**src/rtl/tzprot_pkg.sv**
```systemverilog
package tzprot_pkg;

  localparam int unsigned APB_AW     = 12;
  localparam int unsigned MAX_GRP    = 16;
  localparam int unsigned GRP_IDX_W  = 4;
  localparam int unsigned GRP_STRIDE = 12;

  localparam logic [APB_AW-1:0] OFS_RGN_SIZE = 12'h000;
  localparam logic [APB_AW-1:0] OFS_GRP_BASE = 12'h800;
  localparam logic [APB_AW-1:0] OFS_SET_DELTA = 12'h004;
  localparam logic [APB_AW-1:0] OFS_CLR_DELTA = 12'h008;

  typedef enum logic [2:0] {
    RK_NONE,
    RK_SIZE,
    RK_STAT,
    RK_SET,
    RK_CLR
  } reg_kind_e;

  typedef struct packed {
    reg_kind_e              kind;
    logic [GRP_IDX_W-1:0]   grp;
  } reg_hit_t;

  // Map a byte offset to the register it names; groups repeat every GRP_STRIDE bytes
  function automatic reg_hit_t decode_ofs(input logic [APB_AW-1:0] ofs,
                                          input int unsigned ngrp);
    reg_hit_t h;
    h.kind = RK_NONE;
    h.grp  = '0;
    if (ofs == OFS_RGN_SIZE) h.kind = RK_SIZE;
    for (int g = 0; g < MAX_GRP; g++) begin
      if (g < ngrp) begin
        logic [APB_AW-1:0] b;
        b = OFS_GRP_BASE + APB_AW'(g * GRP_STRIDE);
        if (ofs == b) begin
          h.kind = RK_STAT; h.grp = GRP_IDX_W'(g);
        end else if (ofs == b + OFS_SET_DELTA) begin
          h.kind = RK_SET;  h.grp = GRP_IDX_W'(g);
        end else if (ofs == b + OFS_CLR_DELTA) begin
          h.kind = RK_CLR;  h.grp = GRP_IDX_W'(g);
        end
      end
    end
    return h;
  endfunction

endpackage

```
**src/rtl/tzprot_apb_dec.sv**
```systemverilog
module tzprot_apb_dec
  import tzprot_pkg::*;
#(
  parameter int unsigned NUM_GRP = 3
) (
  input  logic              psel,
  input  logic              penable,
  input  logic              pwrite,
  input  logic [APB_AW-1:0] paddr,
  output reg_hit_t          hit,
  output logic              wr_stb,
  output logic              acc_err
);

  logic access;

  assign hit     = decode_ofs(paddr, NUM_GRP);
  assign access  = psel && penable;
  assign wr_stb  = access && pwrite;
  assign acc_err = access && (hit.kind == RK_NONE);

endmodule

```
**src/rtl/tzprot_group.sv**
```systemverilog
module tzprot_group #(
  parameter int unsigned GRP_W = 8
) (
  input  logic             clk,
  input  logic             rst_n,
  input  logic             set_we,
  input  logic             clr_we,
  input  logic [GRP_W-1:0] wmask,
  output logic [GRP_W-1:0] vec
);

  // Clear wins when both strobes are active in one cycle
  function automatic logic [GRP_W-1:0] grp_next(input logic [GRP_W-1:0] cur,
                                                input logic [GRP_W-1:0] setm,
                                                input logic [GRP_W-1:0] clrm);
    return (cur | setm) & ~clrm;
  endfunction

  logic [GRP_W-1:0] set_m, clr_m, vec_d;

  assign set_m = set_we ? wmask : '0;
  assign clr_m = clr_we ? wmask : '0;
  assign vec_d = grp_next(vec, set_m, clr_m);

  always_ff @(posedge clk or negedge rst_n) begin
    if (!rst_n) vec <= '0;
    else        vec <= vec_d;
  end

  assert_set_raises_R2: assert property (@(posedge clk) disable iff (!rst_n)
    (set_we && !clr_we) |=> ((vec & $past(wmask)) == $past(wmask)));

  assert_set_keeps_others_R2: assert property (@(posedge clk) disable iff (!rst_n)
    set_we |=> ((vec & ~$past(wmask)) == ($past(vec) & ~$past(wmask))));

  assert_clr_drops_R3: assert property (@(posedge clk) disable iff (!rst_n)
    clr_we |=> ((vec & $past(wmask)) == '0));

  assert_clr_keeps_others_R3: assert property (@(posedge clk) disable iff (!rst_n)
    (clr_we && !set_we) |=> ((vec & ~$past(wmask)) == ($past(vec) & ~$past(wmask))));

  assert_hold_no_write_R9: assert property (@(posedge clk) disable iff (!rst_n)
    (!set_we && !clr_we) |=> $stable(vec));

endmodule

```
**src/rtl/tzprot_region.sv**
```systemverilog
module tzprot_region #(
  parameter int unsigned SIZE_W     = 10,
  parameter int unsigned SRAM_OFF_W = 22,
  parameter int unsigned PAGE_SHIFT = 12
) (
  input  logic                  clk,
  input  logic                  rst_n,
  input  logic                  we,
  input  logic [SIZE_W-1:0]     wdata,
  input  logic [SRAM_OFF_W-1:0] sram_offset,
  output logic [SIZE_W-1:0]     size_q,
  output logic                  sram_secure
);

  localparam int unsigned PAGE_W = SRAM_OFF_W - PAGE_SHIFT;
  localparam int unsigned CMP_W  = (PAGE_W > SIZE_W) ? PAGE_W : SIZE_W;
  localparam logic [SIZE_W-1:0] RST_SIZE = SIZE_W'(1) << (SIZE_W - 1);

  // Top size bit overrides; otherwise the page index must lie below the size
  function automatic logic page_secure(input logic [PAGE_W-1:0] page,
                                       input logic [SIZE_W-1:0] sz);
    return sz[SIZE_W-1] || (CMP_W'(page) < CMP_W'(sz));
  endfunction

  logic [PAGE_W-1:0]     page_idx;
  logic [PAGE_SHIFT-1:0] unused_byte_ofs;

  assign page_idx        = sram_offset[SRAM_OFF_W-1:PAGE_SHIFT];
  assign unused_byte_ofs = sram_offset[PAGE_SHIFT-1:0];
  assign sram_secure     = page_secure(page_idx, size_q);

  always_ff @(posedge clk or negedge rst_n) begin
    if (!rst_n)  size_q <= RST_SIZE;
    else if (we) size_q <= wdata;
  end

  assert_size_write_R5: assert property (@(posedge clk) disable iff (!rst_n)
    we |=> (size_q == $past(wdata)));

  assert_size_hold_R9: assert property (@(posedge clk) disable iff (!rst_n)
    !we |=> $stable(size_q));

  assert_override_R7: assert property (@(posedge clk) disable iff (!rst_n)
    size_q[SIZE_W-1] |-> sram_secure);

  assert_empty_region_R6: assert property (@(posedge clk) disable iff (!rst_n)
    (size_q == '0) |-> !sram_secure);

endmodule

```
**src/rtl/tzprot_ctrl.sv**
```systemverilog
module tzprot_ctrl
  import tzprot_pkg::*;
#(
  parameter int unsigned NUM_GRP    = 3,
  parameter int unsigned GRP_W      = 8,
  parameter int unsigned SIZE_W     = 10,
  parameter int unsigned SRAM_OFF_W = 22,
  parameter int unsigned PAGE_SHIFT = 12,
  parameter int unsigned DATA_W     = 32
) (
  input  logic                       clk,
  input  logic                       rst_n,
  input  logic                       psel,
  input  logic                       penable,
  input  logic                       pwrite,
  input  logic [APB_AW-1:0]          paddr,
  input  logic [DATA_W-1:0]          pwdata,
  output logic [DATA_W-1:0]          prdata,
  output logic                       pready,
  output logic                       pslverr,
  input  logic [SRAM_OFF_W-1:0]      sram_offset,
  output logic [NUM_GRP*GRP_W-1:0]   slot_ns,
  output logic                       sram_secure
);

  localparam int unsigned UNUSED_LO = (GRP_W > SIZE_W) ? GRP_W : SIZE_W;

  reg_hit_t          hit;
  logic              wr_stb;
  logic              acc_err;
  logic              size_we;
  logic [SIZE_W-1:0] size_q;
  logic [GRP_W-1:0]  grp_vec [NUM_GRP];
  logic              unused_wdata_hi;

  assign unused_wdata_hi = ^pwdata[DATA_W-1:UNUSED_LO];

  tzprot_apb_dec #(.NUM_GRP(NUM_GRP)) u_dec (
    .psel    (psel),
    .penable (penable),
    .pwrite  (pwrite),
    .paddr   (paddr),
    .hit     (hit),
    .wr_stb  (wr_stb),
    .acc_err (acc_err)
  );

  assign size_we = wr_stb && (hit.kind == RK_SIZE);

  tzprot_region #(
    .SIZE_W     (SIZE_W),
    .SRAM_OFF_W (SRAM_OFF_W),
    .PAGE_SHIFT (PAGE_SHIFT)
  ) u_region (
    .clk         (clk),
    .rst_n       (rst_n),
    .we          (size_we),
    .wdata       (pwdata[SIZE_W-1:0]),
    .sram_offset (sram_offset),
    .size_q      (size_q),
    .sram_secure (sram_secure)
  );

  for (genvar g = 0; g < NUM_GRP; g++) begin : g_grp
    logic grp_sel, set_we, clr_we;
    assign grp_sel = wr_stb && (hit.grp == GRP_IDX_W'(g));
    assign set_we  = grp_sel && (hit.kind == RK_SET);
    assign clr_we  = grp_sel && (hit.kind == RK_CLR);

    tzprot_group #(.GRP_W(GRP_W)) u_grp (
      .clk    (clk),
      .rst_n  (rst_n),
      .set_we (set_we),
      .clr_we (clr_we),
      .wmask  (pwdata[GRP_W-1:0]),
      .vec    (grp_vec[g])
    );

    assign slot_ns[g*GRP_W +: GRP_W] = grp_vec[g];
  end

  always_comb begin
    prdata = '0;
    if (hit.kind == RK_SIZE) begin
      prdata[SIZE_W-1:0] = size_q;
    end else if (hit.kind == RK_STAT) begin
      for (int g = 0; g < NUM_GRP; g++) begin
        if (hit.grp == GRP_IDX_W'(g)) prdata[GRP_W-1:0] = grp_vec[g];
      end
    end
  end

  assign pready  = 1'b1;
  assign pslverr = acc_err;

  assert_err_in_access_R8: assert property (@(posedge clk) disable iff (!rst_n)
    !(psel && penable) |-> !pslverr);

  assert_err_reads_zero_R8: assert property (@(posedge clk) disable iff (!rst_n)
    pslverr |-> (prdata == '0));

  assert_setup_no_change_R9: assert property (@(posedge clk) disable iff (!rst_n)
    !(psel && penable) |=> ($stable(slot_ns) && $stable(size_q)));

endmodule

```
**config.mk**
```make
export PLATFORM = sky130hd
export DESIGN_NAME = tzprot_ctrl
export DESIGN_NICKNAME = d
export VERILOG_FILES = /design/src/rtl/tzprot_pkg.sv /design/src/rtl/tzprot_apb_dec.sv /design/src/rtl/tzprot_group.sv /design/src/rtl/tzprot_region.sv /design/src/rtl/tzprot_ctrl.sv
export SDC_FILE = /design/constraint.sdc
export NUM_CORES = 1
export LEC_CHECK = 0
export BUFFER_PORTS_ARGS = -buffer_cell sky130_fd_sc_hd__buf_4
export CORE_MARGIN = 3
export CORE_UTILIZATION = 40
export CTS_CLUSTER_DIAMETER = 100
export DETAILED_ROUTE_END_ITERATION = 8
export PLACE_DENSITY = 0.85
export SLEW_MARGIN = 20
export SYNTH_ARGS = -nofsm -noshare
export SYNTH_HDL_FRONTEND = slang
export SYNTH_SLANG_ARGS = --single-unit
```
**constraint.sdc**
```tcl
create_clock -name clk -period 2.6 [get_ports clk]
set_input_delay 0.39 -clock clk [delete_from_list [all_inputs] [get_ports clk]]
set_output_delay 0.39 -clock clk [all_outputs]
set_load 0.02 [all_outputs]
```
After elaboration in Yosys (flattened, before gate mapping). Index checks and enable logic that the tools add are counted.

Add/subtract/negate cells: 0. Multiply operators: 0. Div/mod/pow operators: 0. $lt $le $gt $ge: 1. Eq/ne operators: 15. Shifts and indexed selects: 0. Muxes and demuxes: 22. Bitwise gates (word level): 9. Reductions and logical operators: 17.

Operator list (count): $eq 12x12->1 const B (9); $mux 8 (11); $mux 7 (9); $and 8x8->8 (3); $not 8->8 (3); $or 8x8->8 (3); $logic_and 1x1->1 (13); $logic_not 12->1 (1); $lt 10x10->1 (1); $eq 3x2->1 const B (2); $eq 4x1->1 const B (1); $eq 4x2->1 const B (1); $logic_not 4->1 (1); $eq 3x1->1 const B (1); $eq 3x3->1 const B (1); $logic_not 3->1 (1); $mux 2 (1); $logic_or 1x1->1 (1); $mux 1 (1).

Register bits after elaboration: 34. Latch bits: 0. Memory bits (writable): 0. ROM bits: 0. Bits of input ports: 71. Output and inout bits: 59. Logic and storage cells: 68. Memories kept: 0.

Logic depth before layout (Yosys ltp).
Depth in word-level cells: 17. Mapped depth: 7. Gate-level depth less buffers: 6.

Cells and area by module. Synthesis repeated with hierarchy kept, for this count alone.

Cells, all modules: 257. Area, all modules: 2473.6 µm².

Modules (own cells, without submodules): tzprot_group (instances 3, cells each 26, area an instance 356.6 µm², seq. area each 200.2 µm²); tzprot_region (instances 1, cells each 63, area an instance 598.1 µm², seq. area each 251.5 µm²); tzprot_ctrl (instances 1, cells each 82, area an instance 590.6 µm², seq. area each 0.0 µm²); tzprot_apb_dec (instances 1, cells each 34, area an instance 215.2 µm², seq. area each 0.0 µm²).

Least setup slack after synthesis. No wires, ideal clock.

Path kind: in2out. Start: in paddr[2]. End: out prdata[0]. Arrival time: 2489 ps. Required time: 2210 ps. Path slack: -279 ps. Stages on the path: 6. Path buffers: 1. Cells stage by stage: buf_4 or4b_2 a2111oi_2 and2_1 a221oi_1 o21ai_0.

Longest elaborated chain between the ends: 15. Elaborated cells between the ends (all ways): 30. Classes of those cells: 13 x eq/ne; 15 x mux; 2 x reduce/logical.

Ends and longest elaborated chain: from (decl) (RTL line tzprot_ctrl.sv:16) `input logic [APB_AW-1:0] paddr,`; $eq 12x12->1 (RTL line tzprot_pkg.sv:39) `end else if (ofs == b + OFS_SET_DELTA) begin`; $mux 7 (RTL line tzprot_pkg.sv:39); $mux 7 (RTL line tzprot_pkg.sv:37) `if (ofs == b) begin`; $mux 7 (RTL line tzprot_pkg.sv:41) `end else if (ofs == b + OFS_CLR_DELTA) begin`; $mux 7 (RTL line tzprot_pkg.sv:39); $mux 7 (RTL line tzprot_pkg.sv:37); $mux 7 (RTL line tzprot_pkg.sv:41); $mux 7 (RTL line tzprot_pkg.sv:39); $mux 7 (*) (RTL line tzprot_pkg.sv:37); $logic_not 4->1 (RTL line tzprot_ctrl.sv:88) `if (hit.grp == GRP_IDX_W'(g)) prdata[GRP_W-1:0] = grp_vec[g];`; $mux 8 (3 in a row) (RTL line tzprot_ctrl.sv:88); $mux 8 (RTL line tzprot_ctrl.sv:86) `end else if (hit.kind == RK_STAT) begin`; $mux 8 (*) (RTL line tzprot_ctrl.sv:84) `if (hit.kind == RK_SIZE) begin`; to (decl) (RTL line tzprot_ctrl.sv:18) `output logic [DATA_W-1:0] prdata,`.

Every way passes the cells marked *; elsewhere a longest branch is shown, timed or not.

Worst setup path in the final report.
Start: in paddr[5]. End: out prdata[7].

The elaborated chain is that of the path after synthesis.

==> qor.txt <==
status -> finished, final reports clean
sequential area share after synthesis -> 36.8%
Residual DRC -> 0
CP Launch Point -> paddr[5]
Mapped Area -> 2310 µm²
Slew Limit Fails -> 0
Cell Area, Placed -> 3030 µm²
CTS Buf Count -> 5
worst reg2reg setup slack -> 1740 ps
clock period minus worst slack -> 2580 ps
Req. time, crit path -> 2210 ps
worst path bufs/invs -> 5
Crit Reg-Reg Endpoint -> g_grp[1].u_grp.vec[3]
leakage power -> 0.00157 µW
final wirelength -> 7380 µm
setup tns final -> 0 ps
CTS root buf -> clkbuf_8
crit path kind -> primary input to primary output
Worst Setup EP -> prdata[7]
share of the synthesized area in the top cell type -> 35.7%
Mapped Cells -> 237
final worst path period share -> 99.4%
HP Class -> primary input to asynchronous set/reset pin
drt pass-1 iters -> 4
routed via count -> 2,298
vias per inst -> 5.66
Congestion Overflow GR -> 0
max-cap violation count -> 0
DRT antenna net count -> 0
Yosys cell types -> 47
cell mode on critical path -> buf_6
worst hold slack -> 29.3 ps
CP Depth -> 10
cell taking the most area after synthesis -> dfrtp_1
asr flop ratio synth -> 100%
Finished Cell Area -> 3330 µm²
GRT Total Usage -> 20.4%
reg2reg start -> g_grp[1].u_grp.vec[3]
Max clock buf depth -> 2
crit path cell chain -> buf_4 -> buf_4 -> or3_4 -> buf_6 -> a2111oi_4 -> buf_6 -> a22o_1 -> a21oi_1 -> o21ai_2 -> buf_6
average size of a mapped cell -> 9.77 µm²
highest clock rate -> 387 MHz
initial drt markers -> 149
clk_lat worst skew -> 290 ps
# clock sinks -> 34
nets -> 413
Area growth syn-to-layout -> 44.1%
GP Congestion -> 0.884
dpl hpwl -> 5110 µm
utilization after layout -> 60.2%
worst endpoint data arrival time -> 2190 ps
wire per inst -> 18.2 µm
Final Hold Fails -> 0
row count -> 27
Worst setup EP type -> primary output
IO buf count -> 72
global-route wire length before repair -> 10,300 µm
CTS tree -> yes
commonest non-fill, non-tap cells in the layout -> buf_4, a21oi_1, dfrtp_1, conb_1, nand2_1
CP Max Fanout -> 7
delay of the slowest critical-path stage -> 330 ps
layout cells sized above 1 -> 43.1%
Worst setup SP type -> primary input
#FFs+latches synth -> 34
Yosys warnings -> 0
EDFF count, synth -> 0
initial cell density of the core -> 41.8%
Die W -> 82.1 µm
pwr dens -> 337 nW/µm²
Core Area -> 5540 µm²
initial antenna violation count -> 0
leading cell type in the layout, fill and taps excluded -> buf_4
Die ar. -> 6740 µm²
Peak VDD IR -> 0.000240 V
largest net degree at the start of global routing -> 35
H-tree lvl count -> 2
Reg clk slew, reported paths -> 70 ps
n_diodes -> 0
IO Pins -> 130
final setup fails -> 0
clk_skew -> 0 ps
die height -> 82.1 µm
vias in the first global route -> 2,132
Hold Buf Count CTS -> 0
Worst R2R Path Depth -> 2
Worst path top cell family by delay -> compound AO/OA/AOI/OAI gates
dominant cells by area after synthesis -> dfrtp_1, a21oi_1, buf_4
Crit-path slowest cell -> or3_4
top_reg_cell synth -> dfrtp_1
final cells by class:
cell class | count | area [µm²]
clock buffer | 8 | 90.1
fill | 434 | 2210
inverter | 10 | 37.5
multi-input combinational | 184 | 1470
sequential | 34 | 852
tap | 72 | 90.1
timing repair buffer | 98 | 792
power breakdown:
group / leakage, µW / switching (µW) / internal (µW) / total [µW]
Clock: 0.0000455 / 192 / 216 / 408
Sequential: 0.000472 / 0.685 / 530 / 530
Combinational: 0.00105 / 114 / 70.3 / 184
cell usage after synthesis, drive strengths merged, types with 3 or more instances:
master / number
nand2: 20
a2111oi: 3
nand2b: 5
a21oi: 37
mux2: 10
nor2: 3
o21ai: 11
nand3b: 3
dfrtp: 33
buf: 28
a22o: 10
a221oi: 6
inv: 10
ha: 9
and2: 6
nor4: 7
nor3: 7
layer usage:
metal / global-route usage, % / vias up / share of wire (%)
met2: 34.2 / 129 / 51
met4: 13.5 / 0 / 5.6
li1: - / 1021 / -
met1: 23.0 / 1112 / 37
met3: 4.71 / 36 / 6.4
met5: 0 / - / 0
registers in the layout, indices dropped and copies added, names as in the netlist:
name,cells
u_region.size_q,10
g_grp.u_grp.vec,24
worst min-delay path by stage:
stage                            end  slack (ps)
2_1_floorplan  g_grp[0].u_grp.vec[0]          90
3_3_place_gp      u_region.size_q[0]         350
3_5_place_dp      u_region.size_q[0]         350
4_1_cts           u_region.size_q[0]          40
5_1_grt           u_region.size_q[0]          60
6_report          u_region.size_q[0]          30
per-stage QoR:
step	instances	worst slack [ps]	total power, µW
after floorplan	258	25.3	654
after global placement	391	-49.1	708
after detailed placement	391	-120	714
after CTS	400	7.61	1110
after global routing	406	-30.4	1160
final	406	15.0	1120
repair_timing:
action	4_1_cts	5_1_grt
pin swaps	1	7
gates cloned	1	0
gates resized for setup	8	17
buffers inserted	0	6
endpoints found under the setup margin	8	8
logic make-up after synthesis:
logic type | share of synthesized area [%]
adders and majority gates | 4.86
DFF | 36.8
buffers and inverters | 10.9
AOI/OAI and AO/OA | 21.3
muxes | 6.92
and+or+nand+nor | 17.8
other | 0.324
xor gates and xnor gates | 1.14
No activity file was read; power rests on OpenSTA's default activity.
